===== src/rtl/assoc2_pkg.sv =====
package assoc2_pkg;

  typedef enum logic [2:0] {
    ST_IDLE,
    ST_LOOKUP,
    ST_WBACK,
    ST_FILL,
    ST_REREAD,
    ST_DONE
  } ctl_state_t;

endpackage


===== src/rtl/assoc2_line_ram.sv =====
// One way of line data: simple dual-port RAM with a registered read,
// shaped so a block RAM can be inferred.
module assoc2_line_ram #(
  parameter int SETS   = 8,
  parameter int LINE_W = 32,
  localparam int SET_W = $clog2(SETS)
) (
  input  logic              clk,
  input  logic              we,
  input  logic [SET_W-1:0]  idx,
  input  logic [LINE_W-1:0] wdata,
  output logic [LINE_W-1:0] rdata
);

  logic [LINE_W-1:0] store [SETS];

  always_ff @(posedge clk) begin
    if (we) store[idx] <= wdata;
    rdata <= store[idx];
  end

endmodule


===== src/rtl/assoc2_tag_store.sv =====
// Tag, valid, modified and use state for both ways, with parallel compare.
module assoc2_tag_store #(
  parameter int SETS  = 8,
  parameter int TAG_W = 5,
  localparam int SET_W = $clog2(SETS)
) (
  input  logic                  clk,
  input  logic                  rst,
  input  logic [SET_W-1:0]      idx,
  input  logic [TAG_W-1:0]      look_tag,
  output logic [1:0]            hit_vec,
  output logic [1:0]            valid_vec,
  output logic [1:0]            dirty_vec,
  output logic [1:0]            use_vec,
  output logic [1:0][TAG_W-1:0] tag_vec,
  input  logic                  touch_en,
  input  logic                  touch_way,
  input  logic                  touch_write,
  input  logic                  fill_en,
  input  logic                  fill_way,
  input  logic [TAG_W-1:0]      fill_tag
);

  for (genvar w = 0; w < 2; w++) begin : g_way
    logic [TAG_W-1:0] tags [SETS];
    logic [SETS-1:0]  vld_q;
    logic [SETS-1:0]  mod_q;
    logic [SETS-1:0]  use_q;
    logic             is_fill;
    logic             is_touch;

    assign is_fill  = fill_en && (fill_way == 1'(w));
    assign is_touch = touch_en && (touch_way == 1'(w));

    always_ff @(posedge clk) begin
      if (is_fill) tags[idx] <= fill_tag;
    end

    always_ff @(posedge clk) begin
      if (rst) begin
        vld_q <= '0;
        mod_q <= '0;
        use_q <= '0;
      end else begin
        if (is_fill) begin
          vld_q[idx] <= 1'b1;
          mod_q[idx] <= 1'b0;
        end
        if (touch_en) begin
          use_q[idx] <= is_touch;
          if (is_touch && touch_write) mod_q[idx] <= 1'b1;
        end
      end
    end

    assign tag_vec[w]   = tags[idx];
    assign valid_vec[w] = vld_q[idx];
    assign dirty_vec[w] = mod_q[idx];
    assign use_vec[w]   = use_q[idx];
    assign hit_vec[w]   = vld_q[idx] && (tags[idx] == look_tag);
  end

endmodule


===== src/rtl/assoc2_victim.sv =====
// Victim choice: an empty way first (way 0 before way 1), else the way
// whose use bit is clear.
module assoc2_victim (
  input  logic [1:0] valid_vec,
  input  logic [1:0] use_vec,
  output logic       victim_way
);

  always_comb begin
    if (!valid_vec[0])      victim_way = 1'b0;
    else if (!valid_vec[1]) victim_way = 1'b1;
    else                    victim_way = use_vec[0];
  end

endmodule


===== src/rtl/assoc2_ctrl.sv =====
// Request latch, lookup decision and write-back / refill sequencer.
module assoc2_ctrl
  import assoc2_pkg::*;
#(
  parameter int ADDR_W     = 10,
  parameter int WORD_W     = 8,
  parameter int LINE_WORDS = 4,
  parameter int SETS       = 8,
  localparam int OFF_W  = $clog2(LINE_WORDS),
  localparam int SET_W  = $clog2(SETS),
  localparam int TAG_W  = ADDR_W - OFF_W - SET_W,
  localparam int BLK_W  = ADDR_W - OFF_W,
  localparam int LINE_W = WORD_W * LINE_WORDS
) (
  input  logic                   clk,
  input  logic                   rst,
  input  logic                   cpu_req,
  input  logic                   cpu_we,
  input  logic [ADDR_W-1:0]      cpu_addr,
  input  logic [WORD_W-1:0]      cpu_wdata,
  output logic                   cpu_done,
  output logic [WORD_W-1:0]      cpu_rdata,
  output logic                   mem_req,
  output logic                   mem_we,
  output logic [BLK_W-1:0]       mem_addr,
  output logic [LINE_W-1:0]      mem_wdata,
  input  logic [LINE_W-1:0]      mem_rdata,
  input  logic                   mem_ack,
  output logic [SET_W-1:0]       rd_idx,
  output logic [TAG_W-1:0]       look_tag,
  input  logic [1:0]             hit_vec,
  input  logic [1:0]             valid_vec,
  input  logic [1:0]             dirty_vec,
  input  logic [1:0][TAG_W-1:0]  tag_vec,
  input  logic                   victim_way,
  input  logic [1:0][LINE_W-1:0] line_rd,
  output logic [1:0]             ram_we,
  output logic [LINE_W-1:0]      ram_wdata,
  output logic                   touch_en,
  output logic                   touch_way,
  output logic                   touch_write,
  output logic                   fill_en,
  output logic                   fill_way,
  output logic [TAG_W-1:0]       fill_tag
);

  ctl_state_t          state_q, state_d;
  logic                we_q;
  logic [ADDR_W-1:0]   addr_q;
  logic [WORD_W-1:0]   wdata_q;
  logic                vict_q;

  logic [OFF_W-1:0]    off_q;
  logic [SET_W-1:0]    set_q;
  logic [TAG_W-1:0]    tag_q;
  logic                any_hit;
  logic                hit_way;
  logic [LINE_W-1:0]   hit_line;
  logic [LINE_W-1:0]   merged;
  logic [WORD_W-1:0]   hit_word;

  assign off_q    = addr_q[OFF_W-1:0];
  assign set_q    = addr_q[OFF_W +: SET_W];
  assign tag_q    = addr_q[ADDR_W-1 -: TAG_W];
  assign any_hit  = |hit_vec;
  assign hit_way  = hit_vec[1];
  assign hit_line = line_rd[hit_way];
  assign hit_word = hit_line[off_q*WORD_W +: WORD_W];

  assign rd_idx   = (state_q == ST_IDLE) ? cpu_addr[OFF_W +: SET_W] : set_q;
  assign look_tag = tag_q;

  always_comb begin
    merged = hit_line;
    merged[off_q*WORD_W +: WORD_W] = wdata_q;
  end

  always_comb begin
    state_d     = state_q;
    ram_we      = 2'b00;
    ram_wdata   = merged;
    touch_en    = 1'b0;
    touch_way   = hit_way;
    touch_write = 1'b0;
    fill_en     = 1'b0;
    fill_way    = vict_q;
    fill_tag    = tag_q;
    case (state_q)
      ST_IDLE:   if (cpu_req) state_d = ST_LOOKUP;
      ST_LOOKUP: begin
        if (any_hit) begin
          touch_en    = 1'b1;
          touch_write = we_q;
          if (we_q) ram_we[hit_way] = 1'b1;
          state_d = ST_DONE;
        end else if (valid_vec[victim_way] && dirty_vec[victim_way]) begin
          state_d = ST_WBACK;
        end else begin
          state_d = ST_FILL;
        end
      end
      ST_WBACK:  if (mem_ack) state_d = ST_FILL;
      ST_FILL: begin
        if (mem_ack) begin
          fill_en         = 1'b1;
          ram_we[vict_q]  = 1'b1;
          ram_wdata       = mem_rdata;
          state_d         = ST_REREAD;
        end
      end
      ST_REREAD: state_d = ST_LOOKUP;
      ST_DONE:   state_d = ST_IDLE;
      default:   state_d = ST_IDLE;
    endcase
  end

  always_ff @(posedge clk) begin
    if (rst) begin
      state_q   <= ST_IDLE;
      we_q      <= 1'b0;
      addr_q    <= '0;
      wdata_q   <= '0;
      vict_q    <= 1'b0;
      cpu_rdata <= '0;
    end else begin
      state_q <= state_d;
      if (state_q == ST_IDLE && cpu_req) begin
        we_q    <= cpu_we;
        addr_q  <= cpu_addr;
        wdata_q <= cpu_wdata;
      end
      if (state_q == ST_LOOKUP) begin
        if (any_hit) cpu_rdata <= hit_word;
        else         vict_q    <= victim_way;
      end
    end
  end

  assign cpu_done  = (state_q == ST_DONE);
  assign mem_req   = (state_q == ST_WBACK) || (state_q == ST_FILL);
  assign mem_we    = (state_q == ST_WBACK);
  assign mem_addr  = (state_q == ST_WBACK) ? {tag_vec[vict_q], set_q} : {tag_q, set_q};
  assign mem_wdata = (state_q == ST_WBACK) ? line_rd[vict_q] : '0;

endmodule


===== src/rtl/assoc2_cache.sv =====
module assoc2_cache #(
  parameter int ADDR_W     = 10,
  parameter int WORD_W     = 8,
  parameter int LINE_WORDS = 4,
  parameter int SETS       = 8,
  localparam int OFF_W  = $clog2(LINE_WORDS),
  localparam int SET_W  = $clog2(SETS),
  localparam int TAG_W  = ADDR_W - OFF_W - SET_W,
  localparam int BLK_W  = ADDR_W - OFF_W,
  localparam int LINE_W = WORD_W * LINE_WORDS
) (
  input  logic              clk,
  input  logic              rst,
  input  logic              cpu_req,
  input  logic              cpu_we,
  input  logic [ADDR_W-1:0] cpu_addr,
  input  logic [WORD_W-1:0] cpu_wdata,
  output logic              cpu_done,
  output logic [WORD_W-1:0] cpu_rdata,
  output logic              mem_req,
  output logic              mem_we,
  output logic [BLK_W-1:0]  mem_addr,
  output logic [LINE_W-1:0] mem_wdata,
  input  logic [LINE_W-1:0] mem_rdata,
  input  logic              mem_ack
);

  logic [SET_W-1:0]       rd_idx;
  logic [TAG_W-1:0]       look_tag;
  logic [1:0]             hit_vec;
  logic [1:0]             valid_vec;
  logic [1:0]             dirty_vec;
  logic [1:0]             use_vec;
  logic [1:0][TAG_W-1:0]  tag_vec;
  logic                   victim_way;
  logic [1:0][LINE_W-1:0] line_rd;
  logic [1:0]             ram_we;
  logic [LINE_W-1:0]      ram_wdata;
  logic                   touch_en, touch_way, touch_write;
  logic                   fill_en, fill_way;
  logic [TAG_W-1:0]       fill_tag;

  assoc2_ctrl #(
    .ADDR_W(ADDR_W), .WORD_W(WORD_W), .LINE_WORDS(LINE_WORDS), .SETS(SETS)
  ) u_ctrl (
    .clk(clk), .rst(rst),
    .cpu_req(cpu_req), .cpu_we(cpu_we), .cpu_addr(cpu_addr), .cpu_wdata(cpu_wdata),
    .cpu_done(cpu_done), .cpu_rdata(cpu_rdata),
    .mem_req(mem_req), .mem_we(mem_we), .mem_addr(mem_addr), .mem_wdata(mem_wdata),
    .mem_rdata(mem_rdata), .mem_ack(mem_ack),
    .rd_idx(rd_idx), .look_tag(look_tag),
    .hit_vec(hit_vec), .valid_vec(valid_vec), .dirty_vec(dirty_vec), .tag_vec(tag_vec),
    .victim_way(victim_way), .line_rd(line_rd),
    .ram_we(ram_we), .ram_wdata(ram_wdata),
    .touch_en(touch_en), .touch_way(touch_way), .touch_write(touch_write),
    .fill_en(fill_en), .fill_way(fill_way), .fill_tag(fill_tag)
  );

  assoc2_tag_store #(.SETS(SETS), .TAG_W(TAG_W)) u_tags (
    .clk(clk), .rst(rst), .idx(rd_idx), .look_tag(look_tag),
    .hit_vec(hit_vec), .valid_vec(valid_vec), .dirty_vec(dirty_vec),
    .use_vec(use_vec), .tag_vec(tag_vec),
    .touch_en(touch_en), .touch_way(touch_way), .touch_write(touch_write),
    .fill_en(fill_en), .fill_way(fill_way), .fill_tag(fill_tag)
  );

  assoc2_victim u_victim (
    .valid_vec(valid_vec), .use_vec(use_vec), .victim_way(victim_way)
  );

  for (genvar w = 0; w < 2; w++) begin : g_data
    assoc2_line_ram #(.SETS(SETS), .LINE_W(LINE_W)) u_ram (
      .clk(clk), .we(ram_we[w]), .idx(rd_idx), .wdata(ram_wdata), .rdata(line_rd[w])
    );
  end

endmodule


===== config.mk =====
export PLATFORM = sky130hd
export DESIGN_NAME = assoc2_cache
export DESIGN_NICKNAME = d
export VERILOG_FILES = /design/src/rtl/assoc2_pkg.sv /design/src/rtl/assoc2_line_ram.sv /design/src/rtl/assoc2_tag_store.sv /design/src/rtl/assoc2_victim.sv /design/src/rtl/assoc2_ctrl.sv /design/src/rtl/assoc2_cache.sv
export SDC_FILE = /design/constraint.sdc
export NUM_CORES = 1
export LEC_CHECK = 0
export BUFFER_PORTS_ARGS = -buffer_cell sky130_fd_sc_hd__buf_4
export CORE_ASPECT_RATIO = 0.8
export CORE_MARGIN = 3
export CORE_UTILIZATION = 35
export DETAILED_ROUTE_END_ITERATION = 10
export PLACE_DENSITY = 0.64
export SLEW_MARGIN = 0
export SYNTH_ARGS = -nofsm -noshare
export SYNTH_HDL_FRONTEND = slang
export SYNTH_SLANG_ARGS = --single-unit

===== constraint.sdc =====
create_clock -name clk -period 4.22 [get_ports clk]
set_input_delay 0.211 -clock clk [delete_from_list [all_inputs] [get_ports clk]]
set_output_delay 0.211 -clock clk [all_outputs]
set_load 0.02 [all_outputs]

# After elaboration in Yosys (flattened, before gate mapping)
# Memories as Yosys holds them, arrays and structs flattened. A register that Yosys moved wholly into a read port is not among the register bits.
# Cells that the tools add are included.
[op_classes] n_lt_le_gt_ge=7 mux=67 n_bitwise=10 shifts=3 n_eq_ne=10 add_sub_neg=1 reduce_logical=19
[ops] op="$mux 32" count=7
[ops] op="$mux 8" count=9
[ops] op="$neg 5->34" count=1
[ops] op="$shift 8x34->32 const A" count=1
[ops] op="$shiftx 8x34->32" count=1
[ops] op="$bwmux 32" count=1
[ops] op="$or 8x8->8" count=4
[ops] op="$shiftx 32x6->8" count=1
[ops] op="$mux 1" count=29
[ops] op="$and 8x8->8" count=2
[ops] op="$bmux 1 s3" count=5
[ops] op="$mux 3" count=5
[ops] op="$pmux 3 s5" count=1
[ops] op="$logic_and 1x1->1" count=13
[ops] op="$eq 5x5->1" count=2
[ops] op="$mux 5" count=2
[ops] op="$bwmux 8" count=1
[ops] op="$not 8->8" count=1
[ops] op="$eq 3x2->1 const B" count=2
[ops] op="$eq 3x3->1 const B" count=2
[ops] op="$lt 1x2->1 const B" count=3
[ops] op="$mux 2" count=3
[ops] op="$lt 3x4->1 const B" count=1
[ops] op="$ne 2x2->1 const B" count=2
[ops] op="13 further kinds" count=18
[word_totals] mem_bits_rw=592 inputBits=55 reg_bits=71 out_inout_bits=51 elab_cells=132 n_memories=4
[memory_table] name="g_data[0].u_ram.store" depth=8 word_bits=32 rd=1 rd_clocked_by_memory_dff=1 wr=1 line_no="assoc2_line_ram.sv:15" rtl="logic [LINE_W-1:0] store [SETS];"
[memory_table] name="g_data[1].u_ram.store" depth=8 word_bits=32 rd=1 rd_clocked_by_memory_dff=1 wr=1 line_no="assoc2_line_ram.sv:15"
[memory_table] name="u_tags.g_way[0].tags" depth=8 word_bits=5 rd=1 rd_clocked_by_memory_dff=0 wr=1 line_no="assoc2_tag_store.sv:25" rtl="logic [TAG_W-1:0] tags [SETS];"
[memory_table] name="u_tags.g_way[1].tags" depth=8 word_bits=5 rd=1 rd_clocked_by_memory_dff=0 wr=1 line_no="assoc2_tag_store.sv:25"

# Longest topological paths before layout
# Gate-level depths: netlist of run 1.
[depth] word_depth=14 depth_mapped=14 ltp_nobuf=9

# Modules after synthesis
# A second synthesis of run 1 with hierarchy kept.
[hier_totals] hier_cells=1842 hier_area_um2=29724.8
[by_module_without_submodules] module="assoc2_line_ram" cells_per_inst=453 seq_area_each_um2=8328.0 instances=2 area_per_inst_um2=10500.1
[by_module_without_submodules] module="assoc2_tag_store" cells_per_inst=456 seq_area_each_um2=3363.2 instances=1 area_per_inst_um2=5411.4
[by_module_without_submodules] module="assoc2_ctrl" cells_per_inst=478 seq_area_each_um2=620.6 instances=1 area_per_inst_um2=3301.9
[by_module_without_submodules] module="assoc2_victim" cells_per_inst=2 seq_area_each_um2=0.0 instances=1 area_per_inst_um2=11.3

# Worst setup path before layout of run 1
# No wires, ideal clock.
[synth_path] path_type="register to register" from="reg u_ctrl.state_q[0]" to="mem g_data[0].u_ram.store[0][0] (enable)" required_ns=3.799 path_slack_ns=-0.441 arrival_ns=4.240 setup_time_ns=0.421 n_path_buf=3 path_stages_with_launch=13 cell_sequence="dfxtp_1 buf_2 nor3_2 buf_2 buf_2 mux2i_1 o2111ai_1 a221oi_1 xnor2_1 o2111ai_2 nor4b_4 a21oi_2 nor2_1"
[synth_between] elab_chain_cells=14 elab_cells_between_ends=25 cone_classes="order compare: 2; eq/ne: 4; mux: 12; reduce/logical: 5; memory: 2"
[synth_lines] item="start: declaration" line_no="assoc2_ctrl.sv:47" rtl="ctl_state_t state_q, state_d;"
[synth_lines] item="start signal: assignment" line_no="assoc2_ctrl.sv:126" rtl="state_q <= state_d;"
[synth_lines] item="$logic_not 3->1" line_no="assoc2_ctrl.sv:70" rtl="assign rd_idx = (state_q == ST_IDLE) ? cpu_addr[OFF_W +: SET_W] : set_q;"
[synth_lines] item="$mux 3" line_no="assoc2_ctrl.sv:70"
[synth_lines] item="$mem_v2 8x5 / $bmux 1 s3 (equally long branches)"
[synth_lines] item="$eq 5x5->1 / $mux 1 (equally long branches)" line_no="assoc2_tag_store.sv:60" rtl="assign hit_vec[w] = vld_q[idx] && (tags[idx] == look_tag);"
[synth_lines] item="$logic_and 1x1->1" line_no="assoc2_tag_store.sv:60"
[synth_lines] item="$lt 1x2->1 (not written as such) / $ge 1x1->1 (equally long branches)" line_no="assoc2_ctrl.sv:94" rtl="if (we_q) ram_we[hit_way] = 1'b1;"
[synth_lines] item="$logic_and 1x1->1 (not written as such)" line_no="assoc2_ctrl.sv:94"
[synth_lines] item="$mux 1 (not written as such)" line_no="assoc2_ctrl.sv:94"
[synth_lines] item="$demux 1 s1"
[synth_lines] item="$mux 2" line_no="assoc2_ctrl.sv:94"
[synth_lines] item="$mux 2" line_no="assoc2_ctrl.sv:91" rtl="if (any_hit) begin"
[synth_lines] item="$pmux 2 s2" line_no="assoc2_ctrl.sv:88" rtl="case (state_q)"
[synth_lines] item="$mux 1" line_no="assoc2_line_ram.sv:18" rtl="if (we) store[idx] <= wdata;"
[synth_lines] item="$mux 1 (not written as such)" line_no="assoc2_line_ram.sv:18"
[synth_lines] item="end: declaration" line_no="assoc2_line_ram.sv:15"
# Several ways; a longest one is shown, not always the timed one. The select of a mux whose other input is x is not followed.

# Worst setup path in the final report of run 1
[layout_path] from="reg u_ctrl.state_q[0]" to="mem g_data[1].u_ram.store[6][30] (data pin)"
[layout_between] elab_chain_cells=10 elab_cells_between_ends=13 cone_classes="eq/ne: 2; mux: 8; reduce/logical: 2; memory: 1"
[layout_lines] item="$logic_not 3->1" line_no="assoc2_ctrl.sv:70"
[layout_lines] item="$mux 3" line_no="assoc2_ctrl.sv:70"
[layout_lines] item="$mem_v2 8x5 / $bmux 1 s3 (equally long branches)"
[layout_lines] item="$eq 5x5->1 / $mux 1 (equally long branches)" line_no="assoc2_tag_store.sv:60"
[layout_lines] item="$logic_and 1x1->1" line_no="assoc2_tag_store.sv:60"
[layout_lines] item="$mux 32 (not written as such) (2 in series)" line_no="assoc2_ctrl.sv:67" rtl="assign hit_line = line_rd[hit_way];"
[layout_lines] item="$bwmux 32" line_no="assoc2_ctrl.sv:75" rtl="merged[off_q*WORD_W +: WORD_W] = wdata_q;"
[layout_lines] item="$mux 32" line_no="assoc2_ctrl.sv:104" rtl="if (mem_ack) begin"
[layout_lines] item="$mux 32 (*)" line_no="assoc2_ctrl.sv:88"
[layout_lines] item="net g_data[0].u_ram.wdata[30]" line_no="assoc2_line_ram.sv:11" rtl="input logic [LINE_W-1:0] wdata,"
[layout_lines] item="end: declaration" line_no="assoc2_line_ram.sv:15"
# The timed path passes the listed nets; every way through them passes the cells marked *. The select of a mux whose other input is x is not followed.

==> results of run 1 <==
[per-stage QoR]
stage	hold slack (ns)	worst slack [ns]	power, mW
after floorplan	0.3470	-0.4415	12.77
after global placement	0.4258	0.1951	15.04
after detailed placement	0.4305	0.1134	15.14
after CTS	0.09270	0.06158	21.49
after global routing	0.1307	0.002273	22.28
final	0.1179	0.2466	21.49
[path summary, 6_finish.rpt]
kind                                   to  slack, ns  depth (start not counted)                        start
min                      u_ctrl.addr_q[8]       0.12                          2                          rst
max reg2reg  g_data[1].u_ram.store[6][30]       0.25                         11            u_ctrl.state_q[0]
max          g_data[1].u_ram.store[6][30]       0.25                         11            u_ctrl.state_q[0]
min reg2reg      g_data[1].u_ram.rdata[9]       0.44                          2  g_data[1].u_ram.store[6][9]
[registers in the layout (all words and copies together) (netlist names)]
name and count:
g_data.u_ram.store 512, u_tags.g_way.vld_q 16, u_ctrl.wdata_q 8, u_ctrl.we_q 1
u_tags.g_way.tags 80, u_tags.g_way.use_q 8, u_ctrl.fill_way 1, u_ctrl.cpu_rdata 8
g_data.u_ram.rdata 64, u_tags.g_way.mod_q 16, u_ctrl.state_q 3, u_ctrl.addr_q 10
[what timing repair did]
action	in CTS	in global routing
hold endpoints to repair	18	0
hold buffers	18	0
resized for setup	0	4
buffers inserted	0	2
endpoints found under the setup margin	0	288
[metal layers]
metal  GRT usage, %  share of wire, %  vias up
li1               -                 -     8069
met1          28.36                43     9399
met2          27.79                42     1074
met3          6.728                13      148
met4          6.095               2.5        2
met5         0.8919              0.13        -
[area by class of cell]
| class | count | area (sq um) |
|---|---|---|
| fill | 7278 | 46920 |
| sequential | 727 | 20480 |
| multi-input combinational | 1061 | 7717 |
| clock buffer | 91 | 1948 |
| timing repair buffer | 227 | 1887 |
| tap | 1092 | 1366 |
| clock inverter | 40 | 387.9 |
| inverter | 13 | 48.80 |
[Yosys cell counts, types with 11 or more instances]
master and count:
a21oi_1 58, a221oi_1 66, a222oi_1 66, a22o_1 65, a31oi_1 19, buf_1 18, buf_2 17, clkbuf_1 93
dfxtp_1 135, edfxtp_1 592, inv_1 12, mux2i_1 110, mux4_2 18, nand2_1 169, nand3_1 83, nor2_1 96
nor3_1 27, nor4_1 11, nor4b_1 12, o211ai_1 19, o21a_1 48, o21ai_0 44, o22ai_1 18
[critical path, cell delays in order (launching register included)]
cell and delay, ns:
dfxtp_1 0.33, or3_4 0.51, mux2_4 0.38, o2111ai_1 0.43, nor4_1 0.16, nor4_4 0.35
nand4_4 0.23, buf_12 0.26, mux2i_1 0.19, o21ai_0 0.46, o21a_1 0.19, buf_4 0.22
[cells by family (layout without fill, tap and decap cells)]
kind of cell / Yosys count / count (layout)
compound gates: 456 / 456
xor+xnor: 6 / 6
fa+ha+maj: 5 / 5
buf+inv: 153 / 371
flops: 727 / 727
mux: 137 / 137
simple gates: 457 / 457
[power by group]
part	internal, mW	total, mW	switching [mW]	leakage, nW
clock network	3.61	6.35	2.74	1.15
registers	9.02	9.51	0.497	6.50
logic	1.89	5.62	3.74	3.70
total	14.5	21.5	6.97	11.3
==> results_dict.tcl, run 1 <==
set metrics [dict create \
    status "finished, final reports clean" \
    yosys.area_share.simple_pct 7.737 \
    dpl_cell_area_sq_um 31290 \
    netlist.area_leader.share_pct 62.07 \
    finalCritPeriodShare_pct 94.16 \
    crit_arrival_ns 4.42 \
    cts_tree "built" \
    synth-edff-count 592 \
    synth_compound_area_share_pct 12.43 \
    nets 2161 \
    start_util_pct 35.47 \
    drive_above_1_share_pct 18.76 \
    p_per_area_nw_per_um2 635.1 \
    die_area_sq_um 85320 \
    num_rows 93 \
    design_area_sq_um 33840 \
    clock_latency_ns 0.63 \
    worst_setup_path_start_kind "flop" \
    cts.path.max_buffers 3 \
    async_flop_share_pct 0 \
    rsz0062_at_grt "no" \
    synth_area_leaders "edfxtp_1, dfxtp_1, mux2i_1" \
    max_slew_margin_pct 25.57 \
    clk_pin_slew_ns 0.06 \
    first_iter_violations 2355 \
    critPathKind "reg2reg" \
    synth_ff_type "edfxtp_1" \
    grt_max_degree 69 \
    synth_top_family_by_area "compound AO/OA/AOI/OAI gates" \
    grt_pass1_wl_um 123700 \
    insertedDiodeCount 0 \
    synthAdderAreaFrac_pct 0.2184 \
    tightest_slew_ns 1.116 \
    grt_use_total_pct 19.68 \
    overflow 0 \
    drc_errors 0 \
    grt_pass1_vias 18300 \
    fmaxAchievable_ghz 0.2517 \
    layoutNonFillerInstCount 3251 \
    num_vias 18690 \
    wl_per_cell_um 26.39 \
    placed_cells_incl_taps 3100 \
    die_x_um 325.8 \
    hpwl_um 53130 \
    antenna_found_initial 0 \
    final_util_pct 41.90 \
    cts_buffers 71 \
    drtPass1Iterations 6 \
    netlist_instances 1941 \
    io_pins 106 \
    final_common_cell "edfxtp_1" \
    maxCapViolCount 0 \
    final_cell_mix "edfxtp_1, buf_4, nand2_1" \
    finClkSkew_ns 0.02883 \
    avgSynthCellArea_sq_um 14.76 \
    gp_congestion 0.9191 \
    antenna_left 0 \
    wirelength_um 85800 \
    root_buffer "clkbuf_16" \
    hold_viol 0 \
    avgViaCountPerCell 5.750 \
    core_area_sq_um 80760 \
    cp-end-kind "flop" \
    ys_ff_latch 727 \
    clock-sinks 727 \
    p_leak_nw 11.35 \
    fin_setup_tns_ns 0 \
    critPathMaxFanout 40 \
    crit_required_ns 4.67 \
    areaGrowthSynthToFinish_pct 18.14 \
    hold_class "in2reg" \
    synth_area_sq_um 28640 \
    synth-xor-area-share_pct 0.1835 \
    syn-num-nets 2001 \
    irDropWorstVdd_v 0.0003351 \
    ys_types 82 \
    ys_seq_area_share_pct 71.51 \
    yosysTopAreaCell "edfxtp_1" \
    die_height_um 261.9 \
    final-setup-viol-count 0 \
    portBuffers 105 \
    h-tree-depth 3 \
    synth_mux_area_share_pct 5.636 \
    yosysWarnings 0 \
    final_max_slew_viol_count 0 \
    fin_crit_ns 3.973 \
]
No activity file was read; power rests on OpenSTA's default activity.
==> run 2: changes to the inputs <==
--- a/config.mk
+++ b/config.mk
@@ -11,6 +11,7 @@
 export CORE_UTILIZATION = 35
 export DETAILED_ROUTE_END_ITERATION = 10
 export PLACE_DENSITY = 0.64
+export REMOVE_ABC_BUFFERS = 1
 export SLEW_MARGIN = 0
 export SYNTH_ARGS = -nofsm -noshare
 export SYNTH_HDL_FRONTEND = slang
==> run 2 against run 1 <==
  * Final cell count fell by 0.18%
  * Non-clock buffer count fell by 3
  * Worst setup slack got worse by 0.14 ns
  * Sequential power fell by 0.5%
  * Sequential cell count is the same
  * Largest cell class unchanged
  * Highest routed layer is now met4
==> results_dict.tcl, run 2 (synthesis results as in run 1) <==
set metrics [dict create \
    hold_depth 3 \
    critPathMaxFanout 32 \
    cts_tree "built" \
    critPathKind "reg2reg" \
    final_cell_mix "edfxtp_1, buf_4, nand2_1" \
    grt_use_total_pct 19.26 \
    status "finished, final reports clean" \
    tightest_slew_ns 1.138 \
    h-tree-depth 3 \
    fillCellCount 7314 \
    rr_endpoint "g_data[0].u_ram.store[7][19]" \
    fin_setup_tns_ns 0 \
    dpl_cell_area_sq_um 31280 \
    die_area_sq_um 85320 \
    worstRegToRegCells 12 \
    gp_congestion 0.9246 \
    wirelength_um 83750 \
    core_area_sq_um 80760 \
    nets 2157 \
    drtPass1Iterations 7 \
    final_common_cell "edfxtp_1" \
    ff_latch_area_sq_um 20480 \
    insertedDiodeCount 0 \
    grt_pass1_vias 18430 \
    finClkSkew_ns 0.02223 \
    grt_max_degree 69 \
    p_sw_share_pct 31.34 \
    clockPowerShare_pct 30.3 \
    reg_top3 "g_data.u_ram.store (512), u_tags.g_way.tags (80), g_data.u_ram.rdata (64)" \
    first_iter_violations 2453 \
    antenna_left 0 \
    clock-sinks 727 \
    design_area_sq_um 33850 \
    start_util_pct 35.47 \
    pwr-share-seq_pct 44.4 \
    num_rows 93 \
    post-cts-setup-buffers 0 \
    areaGrowthSynthToFinish_pct 18.20 \
    antenna_found_initial 0 \
    rsz0062_at_grt "no" \
    irDropWorstVdd_v 0.0004242 \
    io_pins 106 \
    largest_reg_flops 512 \
    whs_ns 0.06687 \
    crit_required_ns 4.52 \
    hold_viol 0 \
    drive_above_1_share_pct 18.25 \
    pwr-share-comb_pct 25.3 \
    portBuffers 105 \
    die_height_um 261.9 \
    final_max_slew_viol_count 0 \
    clk_pin_slew_ns 0.06 \
    maxCapViolCount 0 \
    crit_arrival_ns 4.41 \
    rrSetupSlack_ns 0.10 \
    hpwl_um 50050 \
    wl_per_cell_um 25.81 \
    root_buffer "clkbuf_16" \
    regMostFlops "g_data.u_ram.store" \
    overflow 0 \
    worst_setup_path_start_kind "flop" \
    max_slew_margin_pct 24.15 \
    fin_crit_ns 4.117 \
    p_leak_nw 11.32 \
    p_int_mw 14.63 \
    timing.rr.start "u_ctrl.state_q[2]" \
    cts_buffers 70 \
    p_per_area_nw_per_um2 629.2 \
    num_vias 18610 \
    hp-start "cpu_addr[3]" \
    final-setup-viol-count 0 \
    cts.path.max_buffers 3 \
    avgViaCountPerCell 5.736 \
    p_sw_mw 6.674 \
    hold_class "in2reg" \
    place_ws_ns 0.1474 \
    min_to "u_ctrl.addr_q[3]" \
    fmaxAchievable_ghz 0.2429 \
    die_x_um 325.8 \
    drc_errors 0 \
    fin_ws_ns 0.1034 \
    multiInputGateArea_sq_um 7719 \
    p_total_mw 21.30 \
    grt_pass1_wl_um 122600 \
    finalCritPeriodShare_pct 97.55 \
    clock_latency_ns 0.62 \
    cp-end-kind "flop" \
]
## run 2: through the flow
step,util [%],instances
6_report,41.92,3245
5_1_grt,41.92,3245
4_1_cts,41.91,3245
3_5_place_dp,38.74,3098
3_3_place_gp,38.74,3098
2_1_floorplan,-,1801
## run 2: how the worst max path moves through the flow
stage	to	cells past startpoint	from	slack [ns]
final	g_data[0].u_ram.store[7][19]	12	u_ctrl.state_q[2]	0.10
after global routing	g_data[0].u_ram.store[2][11]	12	u_ctrl.state_q[2]	0.01
after CTS	g_data[1].u_ram.store[7][26]	11	u_ctrl.addr_q[3]	0.11
after detailed placement	g_data[1].u_ram.store[4][26]	11	u_ctrl.addr_q[3]	0.15
after global placement	g_data[0].u_ram.store[3][20]	12	u_ctrl.state_q[2]	0.26
after floorplan	g_data[1].u_ram.store[0][0]	9	u_ctrl.addr_q[2]	-4.05
## run 2: metal layers
metal / up-vias / track usage [%] / wire length [um]
li1: 8053 / - / -
met1: 9395 / 26.75 / 35430
met2: 1000 / 30.49 / 38250
met3: 164 / 3.620 / 7393
met4: 0 / 6.659 / 2675
met5: - / 0 / 0
## run 2: final cells by class
cell class	instances	share of cell area, %
Timing Repair Buffer	224	5.514
Clock buffer	98	5.666
Tap cell	1092	4.036
Multi-Input combinational cell	1061	22.80
Sequential cell	727	60.50
Inverter	13	0.1441
Clock inverter	30	1.334
## run 2: repair_timing
action	4_1_cts	5_1_grt
gates resized for setup	0	3
hold endpoints to repair	19	0
setup endpoints to repair	0	272
hold buffers	19	0
## run 2: worst max-delay path: stages, from the launching register on
cell and delay (ns):
dfxtp_1 0.31, buf_4 0.19, nor3_4 0.54, buf_4 0.29, mux2i_1 0.21, o2111ai_1 0.16
a211oi_1 0.58, xnor2_1 0.25, o211ai_1 0.24, nor4b_4 0.40, a21oi_4 0.17, nor2_4 0.16
buf_12 0.24
## run 2: power groups by stage
| stage | registers, mW | clock network (mW) | logic, mW |
|---|---|---|---|
| after floorplan | 9.50 | 0 | 3.10 |
| after global placement | 9.59 | 0 | 5.21 |
| after detailed placement | 9.59 | 0 | 5.32 |
| after CTS | 9.44 | 6.57 | 5.36 |
| after global routing | 9.49 | 6.87 | 5.78 |
| final | 9.46 | 6.46 | 5.38 |
